## src/rtl/tdm_frame_pkg.sv

```systemverilog
package tdm_frame_pkg;

  // Number of selectable slowed-down rates (besides maximum)
  localparam int unsigned NUM_RATES = 5;

  // Strobes from sequencing control to the shift datapath
  typedef struct packed {
    logic loadTx;   // frame boundary: capture outbound slot images
    logic shiftEn;  // a data bit is on the line this cycle
    logic latchRx;  // last data bit of the frame is on the line
  } tdmStrobe_t;

endpackage

```

## src/rtl/tdm_frame_ctrl.sv

```systemverilog
module tdm_frame_ctrl
  import tdm_frame_pkg::*;
#(
  parameter int unsigned FRAME_BITS = 192,
  parameter int unsigned PER_W      = 16,
  parameter int unsigned FRAC_W     = 4
) (
  input  logic                          clk,
  input  logic                          rst_n,
  input  logic [2:0]                    rateSel,
  input  logic [NUM_RATES*PER_W-1:0]    ratePeriods,
  output logic                          fsync,
  output tdmStrobe_t                    strobe
);

  localparam int unsigned BIT_W = $clog2(FRAME_BITS);
  localparam int unsigned PAD_W = PER_W - FRAC_W + 1;
  localparam logic [BIT_W-1:0] LAST_BIT = BIT_W'(FRAME_BITS - 1);
  localparam logic [PER_W-1:0] MAX_PERIOD = PER_W'(FRAME_BITS * (2 ** FRAC_W));
  localparam logic [PAD_W-1:0] MIN_LEN = PAD_W'(FRAME_BITS);

  logic              inPad;
  logic [BIT_W-1:0]  bitCnt;
  logic [PAD_W-1:0]  padCnt;
  logic [PAD_W-1:0]  padLen;
  logic [FRAC_W-1:0] accFrac;

  logic [PER_W-1:0]  selPeriod;
  logic [PER_W:0]    phaseSum;
  logic [PAD_W-1:0]  wholePart;
  logic [PAD_W-1:0]  padNext;
  logic [FRAC_W-1:0] fracNext;
  logic              lastBit;

  // Period of the selected rate; unknown codes fall back to maximum rate
  always_comb begin
    selPeriod = MAX_PERIOD;
    for (int j = 0; j < int'(NUM_RATES); j++) begin
      if (rateSel == 3'(j + 1)) selPeriod = ratePeriods[j*PER_W +: PER_W];
    end
  end

  // Phase accumulator: next frame length and carried fraction
  always_comb begin
    phaseSum  = {1'b0, selPeriod} + (PER_W+1)'(accFrac);
    wholePart = phaseSum[PER_W:FRAC_W];
    if (wholePart < MIN_LEN) begin
      padNext  = '0;
      fracNext = '0;
    end else begin
      padNext  = wholePart - MIN_LEN;
      fracNext = phaseSum[FRAC_W-1:0];
    end
  end

  assign lastBit = !inPad && (bitCnt == LAST_BIT);
  assign fsync   = inPad ? (padCnt == PAD_W'(1)) : (lastBit && (padLen == '0));

  always_ff @(posedge clk) begin
    if (!rst_n) begin
      inPad   <= 1'b1;
      padCnt  <= PAD_W'(1);
      padLen  <= '0;
      bitCnt  <= '0;
      accFrac <= '0;
    end else if (fsync) begin
      inPad   <= 1'b0;
      bitCnt  <= '0;
      padLen  <= padNext;
      accFrac <= fracNext;
    end else if (!inPad) begin
      if (lastBit) begin
        inPad  <= 1'b1;
        padCnt <= padLen;
        bitCnt <= '0;
      end else begin
        bitCnt <= bitCnt + 1'b1;
      end
    end else begin
      padCnt <= padCnt - 1'b1;
    end
  end

  always_comb begin
    strobe.loadTx  = fsync;
    strobe.shiftEn = !inPad;
    strobe.latchRx = lastBit;
  end

endmodule

```

## src/rtl/tdm_frame_dp.sv

```systemverilog
module tdm_frame_dp
  import tdm_frame_pkg::*;
#(
  parameter int unsigned SLOT_W = 16,
  parameter int unsigned NSLOT  = 12
) (
  input  logic                      clk,
  input  logic                      rst_n,
  input  logic                      sdi,
  input  logic [SLOT_W*NSLOT-1:0]   txWords,
  input  tdmStrobe_t                strobe,
  output logic                      sdo,
  output logic [SLOT_W*NSLOT-1:0]   rxWords,
  output logic                      frameDone,
  output logic                      ctlFlush,
  output logic [4:0]                subValid,
  output logic                      alive,
  output logic                      regRd,
  output logic                      regWr,
  output logic [5:0]                regAddr
);

  localparam int unsigned FRAME_BITS = SLOT_W * NSLOT;

  logic [FRAME_BITS-1:0] txSerial;
  logic [FRAME_BITS-1:0] txShift;
  logic [FRAME_BITS-2:0] rxShift;
  logic [FRAME_BITS-1:0] rxFull;
  logic [FRAME_BITS-1:0] rxOrdered;

  assign rxFull = {rxShift, sdi};

  // Slot 0 goes out first: reorder between port layout and line order
  for (genvar i = 0; i < int'(NSLOT); i++) begin : g_slotMap
    assign txSerial[(NSLOT-1-i)*SLOT_W +: SLOT_W]  = txWords[i*SLOT_W +: SLOT_W];
    assign rxOrdered[i*SLOT_W +: SLOT_W]           = rxFull[(NSLOT-1-i)*SLOT_W +: SLOT_W];
  end

  always_ff @(posedge clk) begin
    if (!rst_n) begin
      txShift <= '0;
    end else if (strobe.loadTx) begin
      txShift <= txSerial;
    end else if (strobe.shiftEn) begin
      txShift <= {txShift[FRAME_BITS-2:0], 1'b0};
    end
  end

  always_ff @(posedge clk) begin
    if (!rst_n) begin
      rxShift   <= '0;
      rxWords   <= '0;
      frameDone <= 1'b0;
    end else begin
      if (strobe.shiftEn) rxShift <= rxFull[FRAME_BITS-2:0];
      if (strobe.latchRx) rxWords <= rxOrdered;
      frameDone <= strobe.latchRx;
    end
  end

  assign sdo = strobe.shiftEn ? txShift[FRAME_BITS-1] : 1'b0;

  // Control word field decode from inbound slot 0
  assign ctlFlush = rxWords[15];
  assign subValid = rxWords[12:8];
  assign alive    = rxWords[7];
  assign regAddr  = rxWords[5:0];
  assign regRd    = frameDone &  rxWords[6];
  assign regWr    = frameDone & ~rxWords[6];

endmodule

```

## src/rtl/tdm_frame_engine.sv

```systemverilog
module tdm_frame_engine
  import tdm_frame_pkg::*;
#(
  parameter int unsigned SLOT_W = 16,
  parameter int unsigned NSLOT  = 12,
  parameter int unsigned PER_W  = 16,
  parameter int unsigned FRAC_W = 4
) (
  input  logic                          clk,
  input  logic                          rst_n,
  input  logic                          sdi,
  input  logic [2:0]                    rateSel,
  input  logic [NUM_RATES*PER_W-1:0]    ratePeriods,
  input  logic [SLOT_W*NSLOT-1:0]       txWords,
  output logic                          sdo,
  output logic                          fsync,
  output logic [SLOT_W*NSLOT-1:0]       rxWords,
  output logic                          frameDone,
  output logic                          ctlFlush,
  output logic [4:0]                    subValid,
  output logic                          alive,
  output logic                          regRd,
  output logic                          regWr,
  output logic [5:0]                    regAddr
);

  tdmStrobe_t strobe;

  tdm_frame_ctrl #(
    .FRAME_BITS (SLOT_W * NSLOT),
    .PER_W      (PER_W),
    .FRAC_W     (FRAC_W)
  ) u_ctrl (
    .clk         (clk),
    .rst_n       (rst_n),
    .rateSel     (rateSel),
    .ratePeriods (ratePeriods),
    .fsync       (fsync),
    .strobe      (strobe)
  );

  tdm_frame_dp #(
    .SLOT_W (SLOT_W),
    .NSLOT  (NSLOT)
  ) u_dp (
    .clk       (clk),
    .rst_n     (rst_n),
    .sdi       (sdi),
    .txWords   (txWords),
    .strobe    (strobe),
    .sdo       (sdo),
    .rxWords   (rxWords),
    .frameDone (frameDone),
    .ctlFlush  (ctlFlush),
    .subValid  (subValid),
    .alive     (alive),
    .regRd     (regRd),
    .regWr     (regWr),
    .regAddr   (regAddr)
  );

endmodule

```

## config.mk

```make
export PLATFORM = sky130hd
export DESIGN_NAME = tdm_frame_engine
export DESIGN_NICKNAME = d
export VERILOG_FILES = /design/src/rtl/tdm_frame_pkg.sv /design/src/rtl/tdm_frame_ctrl.sv /design/src/rtl/tdm_frame_dp.sv /design/src/rtl/tdm_frame_engine.sv
export SDC_FILE = /design/constraint.sdc
export NUM_CORES = 1
export LEC_CHECK = 0
export ABC_AREA = 1
export BUFFER_PORTS_ARGS = -buffer_cell sky130_fd_sc_hd__buf_2
export CORE_UTILIZATION = 40
export DETAILED_ROUTE_END_ITERATION = 8
export PLACE_DENSITY = 0.63
export SETUP_SLACK_MARGIN = 0.2
export SLEW_MARGIN = 20
export SYNTH_ARGS = -nofsm -noshare
export SYNTH_HDL_FRONTEND = slang
export SYNTH_SLANG_ARGS = --single-unit
```

## constraint.sdc

```tcl
create_clock -name clk -period 6.2 [get_ports clk]
set_input_delay 1.24 -clock clk [delete_from_list [all_inputs] [get_ports clk]]
set_output_delay 1.24 -clock clk [all_outputs]
set_load 0.02 [all_outputs]
```

Yosys cells after proc, flatten, opt, wreduce, memory -nomap -nowiden

Cells that the tools add are included.

Register bits after elaboration: 615
Input port bits: 278
Output and inout port bits: 210
Logic and storage cells: 51

Add/sub/neg operators: 4
$lt $le $gt $ge: 1
Eq/ne operators: 8
Muxes and demuxes: 17
Bitwise logic cells: 5
Reduce and logical (&&, ||, !) cells: 7

Operator list:

| cell                  | number |
|---|---|
| $mux 192              | 2 |
| $mux 16               | 5 |
| $mux 13               | 3 |
| $add 16x4->17         | 1 |
| $eq 13x1->1 const B   | 1 |
| $logic_not 13->1      | 1 |
| $lt 13x8->1 const B   | 1 |
| $sub 13x1->13 const B | 1 |
| $sub 13x8->13 const B | 1 |
| $add 8x1->8 const B   | 1 |
| $eq 8x8->1 const B    | 1 |
| $mux 8                | 1 |
| $eq 3x2->1 const B    | 2 |
| $eq 3x3->1 const B    | 2 |
| $mux 1                | 5 |
| $mux 4                | 1 |
| $eq 3x1->1 const B    | 1 |
| $not 1->1             | 3 |
| $and 1x1->1           | 2 |
| $logic_and 1x1->1     | 2 |
| $ne 2x2->1 const B    | 1 |
| $reduce_and 2->1      | 1 |
| $reduce_bool 2->1     | 1 |
| $reduce_or 2->1       | 1 |
| $logic_not 1->1       | 1 |

Longest topological paths before layout

Gate-level depths: netlist of the first run.

Word-level depth: 9
Depth in mapped cells: 26
Mapped depth without buffers: 25

Cells and area by module

A second synthesis of the first run with hierarchy kept.

Cell total of the unflattened synthesis: 4,049
Area total of the unflattened synthesis: 26,940.8 µm²

Modules (own cells, without submodules):

| module         | instances | cells an instance | area each (µm²) | sequential area each (µm²) |
|---|---|---|---|---|
| tdm_frame_dp   | 1         | 3,516             | 23,555.1        | 11,531.1 |
| tdm_frame_ctrl | 1         | 533               | 3,385.7         | 780.7 |

Least setup slack after synthesis of the first run

No wires, ideal clock.

Path kind: input -> register
Start point: input port rateSel[2]
End point: register u_ctrl.padLen[10]
Setup time: 0.117 ns
Arrival time: 3.977 ns
Data required time: 6.083 ns
Path slack: 2.106 ns
Stages on the path: 23
Path buffers: 2
Cell sequence: buf_4 > nor2_4 > buf_6 > nand2_1 > inv_2 > a22oi_1 > nand4_1 > ha_1 > fa_1 > a31oi_1 > inv_1 > nand3_2 > inv_1 > nand2_1 > nor2_1 > nand2_1 > nand2_2 > ha_1 > inv_1 > nand3_1 > nor2_1 > xor2_1 > o21ai_2

Longest elaborated chain between the ends: 9
Elaborated cells between the ends (all ways): 14
Those cells by class: 2 x add/sub; 1 x order compare; 5 x eq/ne; 6 x mux

Ends and longest elaborated chain:

| element                                             | RTL line                                   | source |
|---|---|---|
| start: declaration                                  | tdm_frame_engine.sv:12                     | `input logic [2:0] rateSel,` |
| $eq 3x1->1                                          | tdm_frame_ctrl.sv:39                       | `if (rateSel == 3'(j + 1)) selPeriod = ratePeriods[j*PER_W +: PER_W];` |
| $mux 16 (4 in a row)                                | tdm_frame_ctrl.sv:39                       |  |
| $mux 16 *                                           | tdm_frame_ctrl.sv:39                       |  |
| $add 16x4->17 *                                     | tdm_frame_ctrl.sv:45                       | `phaseSum = {1'b0, selPeriod} + (PER_W+1)'(accFrac);` |
| $sub 13x8->13 / $lt 13x8->1 (equally long branches) | tdm_frame_ctrl.sv:51, tdm_frame_ctrl.sv:47 |  |
| $mux 13 *                                           | tdm_frame_ctrl.sv:47                       | `if (wholePart < MIN_LEN) begin` |
| end signal: assignment                              | tdm_frame_ctrl.sv:69                       | `padLen <= padNext;` |
| end: declaration                                    | tdm_frame_ctrl.sv:25                       | `logic [PAD_W-1:0] padLen;` |

Mark *: on every way between the ends. The rest lies on a longest branch, timed or not.
A chain may end at the register's enable or synchronous reset.

Worst setup path after layout of the first run

Start point: register u_ctrl.bitCnt[1]
End point: output port fsync

Longest elaborated chain between the ends: 4

Ends and longest elaborated chain:

| element                  | RTL line               | source |
|---|---|---|
| start: declaration       | tdm_frame_ctrl.sv:23   | `logic [BIT_W-1:0] bitCnt;` |
| start signal: assignment | tdm_frame_ctrl.sv:77   | `bitCnt <= bitCnt + 1'b1;` |
| $eq 8x8->1               | tdm_frame_ctrl.sv:56   | `assign lastBit = !inPad && (bitCnt == LAST_BIT);` |
| $logic_and 1x1->1        | tdm_frame_ctrl.sv:56   |  |
| $logic_and 1x1->1        | tdm_frame_ctrl.sv:57   | `assign fsync = inPad ? (padCnt == PAD_W'(1)) : (lastBit && (padLen == '0));` |
| $mux 1                   | tdm_frame_ctrl.sv:57   |  |
| end: declaration         | tdm_frame_engine.sv:16 | `output logic fsync,` |

No other way between the ends.

==> results by group, run 1 <==
Status
  – Status: finished, final reports clean

Power
  – Clock Power Share: ~32%
  – Worst IR Drop VDD: 0.412 mV
  – Combinational share of power: roughly a quarter
  – Psw: 4.23 mW
  – Reg power frac: 42.4%
  – Leakage power: 14.7 nW
  – P per Cell Area: 409 nW/um2
  – Sw Ratio: 34.2%
  – Pint: roughly 8.1 mW
  – Power Total: 12.4 mW

STA
  – Slew headroom: 24.2%
  – Max Freq: about 220 MHz
  – Final Hold Viols: 0
  – Final period utilization: 72.0%
  – Setup TNS: 0 ps
  – Hold_ws: 437 ps
  – Final count of pins violating max slew: 0
  – Clock Skew: 37.7 ps
  – Slack of the critical path: 1740 ps
  – RSZ-0062 raised after global routing: false
  – Worst slew pin tran: between 1000 and 1500 ps
  – Min cycle time layout: between 4000 and 5000 ps
  – Final setup vio count: 0

Worst setup path
  – Cells on worst reg2reg path: 15
  – CP Capture Type: output pin
  – Worst Setup EP: fsync
  – R2R Setup Slk: 2440 ps
  – Req. time, crit path: 4960 ps
  – Reg2reg end: u_dp.txShift[44]
  – Crit. Startpoint: u_ctrl.bitCnt[1]
  – CP Max Fanout: 48
  – Worst r2r src: u_ctrl.bitCnt[1]
  – CP arrival: roughly 3200 ps
  – CP Launch Type: flop
  – Crit Path Category: reg -> out

Logic synthesis
  – Yosys reg bits: 615
  – Area of the mapped netlist: 25400 um2
  – Synth area leaders: dfxtp_1 (48%), nand2_1 (13%), nand3_1 (12%)
  – Dominant cell type by area after synthesis: dfxtp_1
  – Fraction of synthesized area in multiplexers: 0%
  – Top cell type's share of synthesized area: 48.5%
  – Syn Area/Cell: 7.15 um2
  – Post-synthesis sequential area ratio: 48.5%
  – Number of synthesized flops with an enable pin: 0
  – Number of distinct library cells after synthesis: 46
  – Main combinational cell family by area after synthesis: simple AND/OR/NAND/NOR gates
  – Simple-gate share of the synthesized area: 30.3%
  – Yosys warns: 0
  – Synth Flop Type: dfxtp_1
  – Adder-cell share of the synthesized area: 0.473%
  – Compound-Gate Fraction of Synth Area: 10.3%
  – Synth Area in XOR/XNOR: less than 1%
  – Net Count, Synth: approximately 3800
  – Synth Instances: ~3500
  – Synth async-reset ratio: 0%

Floorplanning
  – CORE AREA: slightly above 60000 um2
  – Starting density of the core: 40.8%
  – Row cnt: 91
  – Die height: approximately 250 um
  – Die Area: ~64000 um2
  – # IOs: 488
  – Die Width: 254 um

CTS
  – TritonCTS clock tree: yes
  – Clk slew on worst S/H paths: 60 ps
  – Post-cts hold buffer count: 0
  – Worst-skew pair later-pin latency: 600 ps
  – # clock sinks: approximately 620
  – Post-CTS sizing: 0
  – Postcts setup bufs: 0
  – Clock Path Buffers: 3
  – # H-tree levels: 3
  – Clock root buffer: clkbuf_16
  – CTS buffer count: 66

Layout
  – Post-layout util: 48.7%
  – Share of layout cells above drive strength 1: 17.4%
  – Area added between synthesis and finish: 19.1%
  – Nets: 4148
  – Commonest non-fill, non-tap cell in the layout: nand2_1
  – Most frequent cells in the layout: nand2_1 (866), dfxtp_1 (614), nand3_1 (602)

Drt
  – Initial DRC Count: 1514
  – Post-DRT Antenna Nets: 0
  – DRC viols: 0
  – Drt total wl: 66300 um
  – Via density: 4.87
  – Vias: about 23000
  – Drt pass-1 iters: 5
  – Wirelength per Cell: approximately 14 um

Global route
  – Initial antenna violation count: 30
  – Vias in the first global route: a little over 20000
  – First-pass GRT wire length: 106000 um
  – Tot GR Track Use: around a fifth
  – Largest net degree at the start of global routing: 238
  – Total gr overflow: 0

Placed design
  – Routability Congestion: 0.882
  – Final HPWL DP: 41900 um
  – DP Worst Slack: 1480 ps
  – Port Buf Inserts: 487

Run
  – Max-Cap Viols: 0

Min path
  – Hold crit path type: reg -> reg
-- sequential cells by signal, indices dropped and copies added, names as in the netlist --
signal,flops
u_dp.txShift,192
u_ctrl.padLen,13
u_dp.frameDone,1
u_dp.rxShift,191
u_ctrl.inPad,1
u_ctrl.accFrac,4
u_dp.rxWords,192
u_ctrl.padCnt,13
u_ctrl.bitCnt,8
-- cells in the mapped netlist, types with 4 or more instances --
cell type and n:
nor4_1 6, clkbuf_1 179, nand2_2 12, ha_1 8, inv_2 11, nor2_2 8, a21oi_1 139, buf_4 15
nor3_1 5, nand2_1 868, nand4_1 26, o21ai_2 11, o21ai_0 336, nand3_1 602, dfxtp_1 615, xor2_1 12
buf_1 23, a31oi_1 4, buf_2 41, o21ai_1 4, inv_1 366, nor2_4 7, nand3_2 7, nor2_1 212
-- stage by stage --
step / cells / instance area (um2)
after floorplan: 3549 / 25400
after detailed placement: 4630 / 28000
final: 4758 / 30200
after global placement: 4630 / 28000
after CTS: 4744 / 30200
after global routing: 4754 / 30200
-- metal layers --
metal  vias up  share of wire (%)  global-route usage (%)
li1      12007                  -                       -
met1     10511                 45                    25.7
met2       480                 46                    31.5
met3       127                6.7                    6.18
met4        32                2.1                    5.42
met5         -               0.28                       0
-- final cells by class --
cell class | count | area (um2)
clock inverters | 22 | 265
fillers | 6353 | 31900
flip-flops and latches | 615 | 12300
well taps | 837 | 1050
diodes | 14 | 35.0
clock buffers | 92 | 1930
inverters | 377 | 1430
multi-input cells | 2297 | 10600
repair buffers | 504 | 2640
-- worst max-delay path, stage by stage (launching register included) --
cell,delay [ps]
dfxtp_1,380
ha_1,190
inv_1,60
nor4_1,500
nand2_4,490
inv_2,260
nand4_1,170
nand2_4,340
buf_2,240
-- how the worst min path moves through the flow --
| stage | start | to | depth (start not counted) | slack [ps] |
|---|---|---|---|---|
| 4_1_cts | u_dp.rxShift[128] | u_dp.rxWords[49] | 2 | 430 |
| 6_report | u_dp.rxShift[127] | u_dp.rxWords[48] | 2 | 440 |
| 3_3_place_gp | u_dp.rxShift[128] | u_dp.rxWords[49] | 2 | 450 |
| 5_1_grt | u_dp.rxShift[128] | u_dp.rxWords[49] | 2 | 450 |
| 2_1_floorplan | u_dp.rxShift[115] | u_dp.rxWords[68] | 2 | 430 |
| 3_5_place_dp | u_dp.rxShift[128] | u_dp.rxWords[49] | 2 | 450 |
-- kinds of logic after synthesis --
kind of cell / Yosys count
simple gates: 1766
buf+inv: 637
flops: 615
compound gates: 507
xor+xnor: 15
fa+ha+maj: 9
-- power groups by stage --
stage          Combinational [mW]  Sequential, mW  Clock (mW)
2_1_floorplan                2.58            5.19           0
3_3_place_gp                 3.17            5.30           0
3_5_place_dp                 3.19            5.31           0
4_1_cts                      3.20            5.24        4.07
5_1_grt                      3.68            5.35        4.24
6_report                     3.17            5.24        3.96
No activity file was read; power rests on OpenSTA's default activity.
==> run 2, diff against run 1 <==
--- a/config.mk
+++ b/config.mk
@@ -5,11 +5,11 @@
 export SDC_FILE = /design/constraint.sdc
 export NUM_CORES = 1
 export LEC_CHECK = 0
-export ABC_AREA = 1
+export ABC_AREA = 0
 export BUFFER_PORTS_ARGS = -buffer_cell sky130_fd_sc_hd__buf_2
 export CORE_UTILIZATION = 40
 export DETAILED_ROUTE_END_ITERATION = 8
-export PLACE_DENSITY = 0.63
+export PLACE_DENSITY = 0.65
 export SETUP_SLACK_MARGIN = 0.2
 export SLEW_MARGIN = 20
 export SYNTH_ARGS = -nofsm -noshare
==> constraint.sdc (replaced) <==
create_clock -name clk -period 3.85 [get_ports clk]
set_input_delay 0.77 -clock clk [delete_from_list [all_inputs] [get_ports clk]]
set_output_delay 0.77 -clock clk [all_outputs]
set_load 0.02 [all_outputs]
==> run 2 against run 1 <==
Effect of this change: clock skew is 18 ps lower; register-to-register slack worse by 1400 ps; largest cell class unchanged; via count is 14% lower.
==> results by group, run 2 <==
Layout
  – Area added between synthesis and finish: 21.9%
  – Commonest non-fill, non-tap cell in the layout: dfxtp_1
  – Post-layout util: 49.6%
  – Post-Layout Cell Count: 3947
  – Nets: 3391
  – Most frequent cells in the layout: dfxtp_1 (614), buf_2 (487), nand2_1 (422)
  – Share of layout cells above drive strength 1: 21.4%
  – Top Registers: u_dp.rxWords: 192 flops, u_dp.txShift: 192 flops, u_dp.rxShift: 191 flops
  – Fin area: 30000 um2

Worst setup path
  – Req. time, crit path: 4330 ps
  – CP Capture Type: flop
  – Worst r2r src: u_ctrl.bitCnt[0]
  – CP Launch Type: primary input
  – Crit. Startpoint: rateSel[0]
  – Crit Path Category: in -> reg
  – CP arrival: 3850 ps
  – CP Max Fanout: 10
  – R2R Setup Slk: 1030 ps

CTS
  – Worst-skew pair later-pin latency: 610 ps
  – # clock sinks: 615
  – Postcts setup bufs: 0
  – Clock root buffer: clkbuf_16
  – Clk slew on worst S/H paths: about 60 ps
  – Post-CTS sizing: 0
  – TritonCTS clock tree: yes
  – # H-tree levels: 3
  – Post-cts hold buffer count: 0
  – Clock Path Buffers: 3
  – CTS buffer count: 67

Drt
  – Drt pass-1 iters: 5
  – Wirelength per Cell: 15.1 um
  – DRC viols: 0
  – Via density: ~5.0
  – Drt total wl: 59600 um
  – Vias: ~20000
  – Post-DRT Antenna Nets: 0
  – Initial DRC Count: 1096

Floorplanning
  – # IOs: 488
  – CORE AREA: 60600 um2
  – Starting density of the core: 40.7%
  – Die Width: 250 um
  – Die height: 250 um
  – Row cnt: 90
  – Die Area: ~63000 um2

Logic synthesis
  – Top cell type's share of synthesized area: between 40% and 50%
  – Synth Flop Type: dfxtp_1
  – Number of synthesized flops with an enable pin: 0
  – Number of distinct library cells after synthesis: 63
  – Synth area leaders: dfxtp_1 (50%), mux2i_1 (16%), nand2_1 (6.4%)
  – Post-synth top cells: dfxtp_1 (615), nand2_1 (423), nor2_1 (417), mux2i_1 (405), a21oi_1 (219)
  – Syn Area/Cell: 9.04 um2
  – Synth Instances: 2724
  – Net Count, Synth: 3011
  – Synth async-reset ratio: 0%
  – Yosys reg bits: around 600
  – Yosys warns: 0
  – Area of the mapped netlist: approximately 25000 um2
  – Top-count cell post-synth: dfxtp_1
  – Post-synthesis sequential area ratio: 50.0%
  – Dominant cell type by area after synthesis: dfxtp_1

Status
  – Status: finished, final reports clean

Placed design
  – Final HPWL DP: 39000 um
  – Dpl cell area: 27700 um2
  – DP Worst Slack: -88.4 ps
  – Cells after DPL: 3817
  – Routability Congestion: around 0.84
  – Port Buf Inserts: 487

Power
  – Pint: 12.5 mW
  – Leakage power: 14.1 nW
  – Worst IR Drop VDD: 0.512 mV
  – Combinational share of power: 23.5%
  – Reg power frac: 40.8%
  – Clock Power Share: 35.7%
  – P per Cell Area: roughly 600 nW/um2
  – Psw: about 5.5 mW
  – Sw Ratio: between 30% and 40%

Global route
  – Initial antenna violation count: 22
  – First-pass GRT wire length: 95900 um
  – Vias in the first global route: 18619
  – Largest net degree at the start of global routing: a little under 200
  – Tot GR Track Use: between 10% and 20%
  – Total gr overflow: 0

STA
  – Setup TNS: 0 ps
  – Slack of the critical path: ~480 ps
  – Clock Skew: 19.2 ps
  – RSZ-0062 raised after global routing: false
  – Min cycle time layout: 3370 ps
  – Final setup vio count: 0
  – Max Freq: 297 MHz
  – Final count of pins violating max slew: 0
  – Final period utilization: 87.4%
  – Slew headroom: 27.5%
  – Final Hold Viols: 0
  – Worst slew pin tran: 1090 ps

Min path
  – Hold crit path type: in -> reg
  – Worst Hold Launch: sdi

Run
  – Max-Cap Viols: 0
run 2: worst max-delay path: stages:
cell and delay, ps:
buf_2 210, mux2_4 320, a22oi_1 150, o22ai_1 100, ha_2 210, fa_2 390, a21o_1 170, a21oi_2 170
nand3b_1 190, buf_4 150, nor4b_2 180, o31ai_1 100, and2_4 200, o31ai_4 240, buf_4 200, o21ai_0 100
run 2: cell type report:
| cell class | instances | area, um2 |
|---|---|---|
| clock inverters | 22 | 333 |
| well taps | 782 | 978 |
| fillers | 5827 | 30600 |
| diodes | 12 | 30.0 |
| clock buffers | 96 | 1930 |
| inverters | 9 | 41.3 |
| multi-input cells | 1873 | 11400 |
| flip-flops and latches | 615 | 12300 |
| repair buffers | 538 | 2960 |
run 2: kinds of logic after synthesis:
logic type                 count (synthesis)  share of synthesized area [%]
AOI/OAI and AO/OA                        504                           12.9
xor gates and xnor gates                  21                          0.747
muxes                                    416                           17.0
buffers and inverters                    236                           3.92
adders and majority gates                  9                          0.488
DFF                                      615                           50.0
and+or+nand+nor                          923                           15.0
run 2: routing by layer:
metal | vias to the layer above | wire length [um] | global-route usage, %
met5 | - | 115 | 0
met4 | 22 | 1590 | 6.87
met3 | 115 | 4110 | 5.49
met2 | 460 | 26600 | 29.0
met1 | 9095 | 27200 | 23.9
li1 | 10169 | - | -
run 2: stage by stage:
stage / total power [mW] / hold slack [ps]
global route: 19.0 / 417
detailed placement: 11.7 / 443
finish: 18.0 / 421
floorplan: 10.7 / 432
CTS: 18.2 / 376
global placement: 11.7 / 440
run 2: final timing paths:
check | cells after the start | to
worst max-delay path | 16 | u_ctrl.padLen[9]
worst min-delay path | 3 | u_dp.rxWords[176]
worst max register to register | 10 | u_ctrl.padCnt[8]
worst min register to register | 2 | u_dp.rxWords[25]
run 2: power by group through the flow:
stage | Sequential [mW] | Combinational (mW) | Clock [mW]
2_1_floorplan | 7.34 | 3.37 | 0
3_3_place_gp | 7.48 | 4.18 | 0
3_5_place_dp | 7.49 | 4.22 | 0
4_1_cts | 7.35 | 4.23 | 6.60
5_1_grt | 7.42 | 4.70 | 6.88
6_report | 7.35 | 4.23 | 6.42
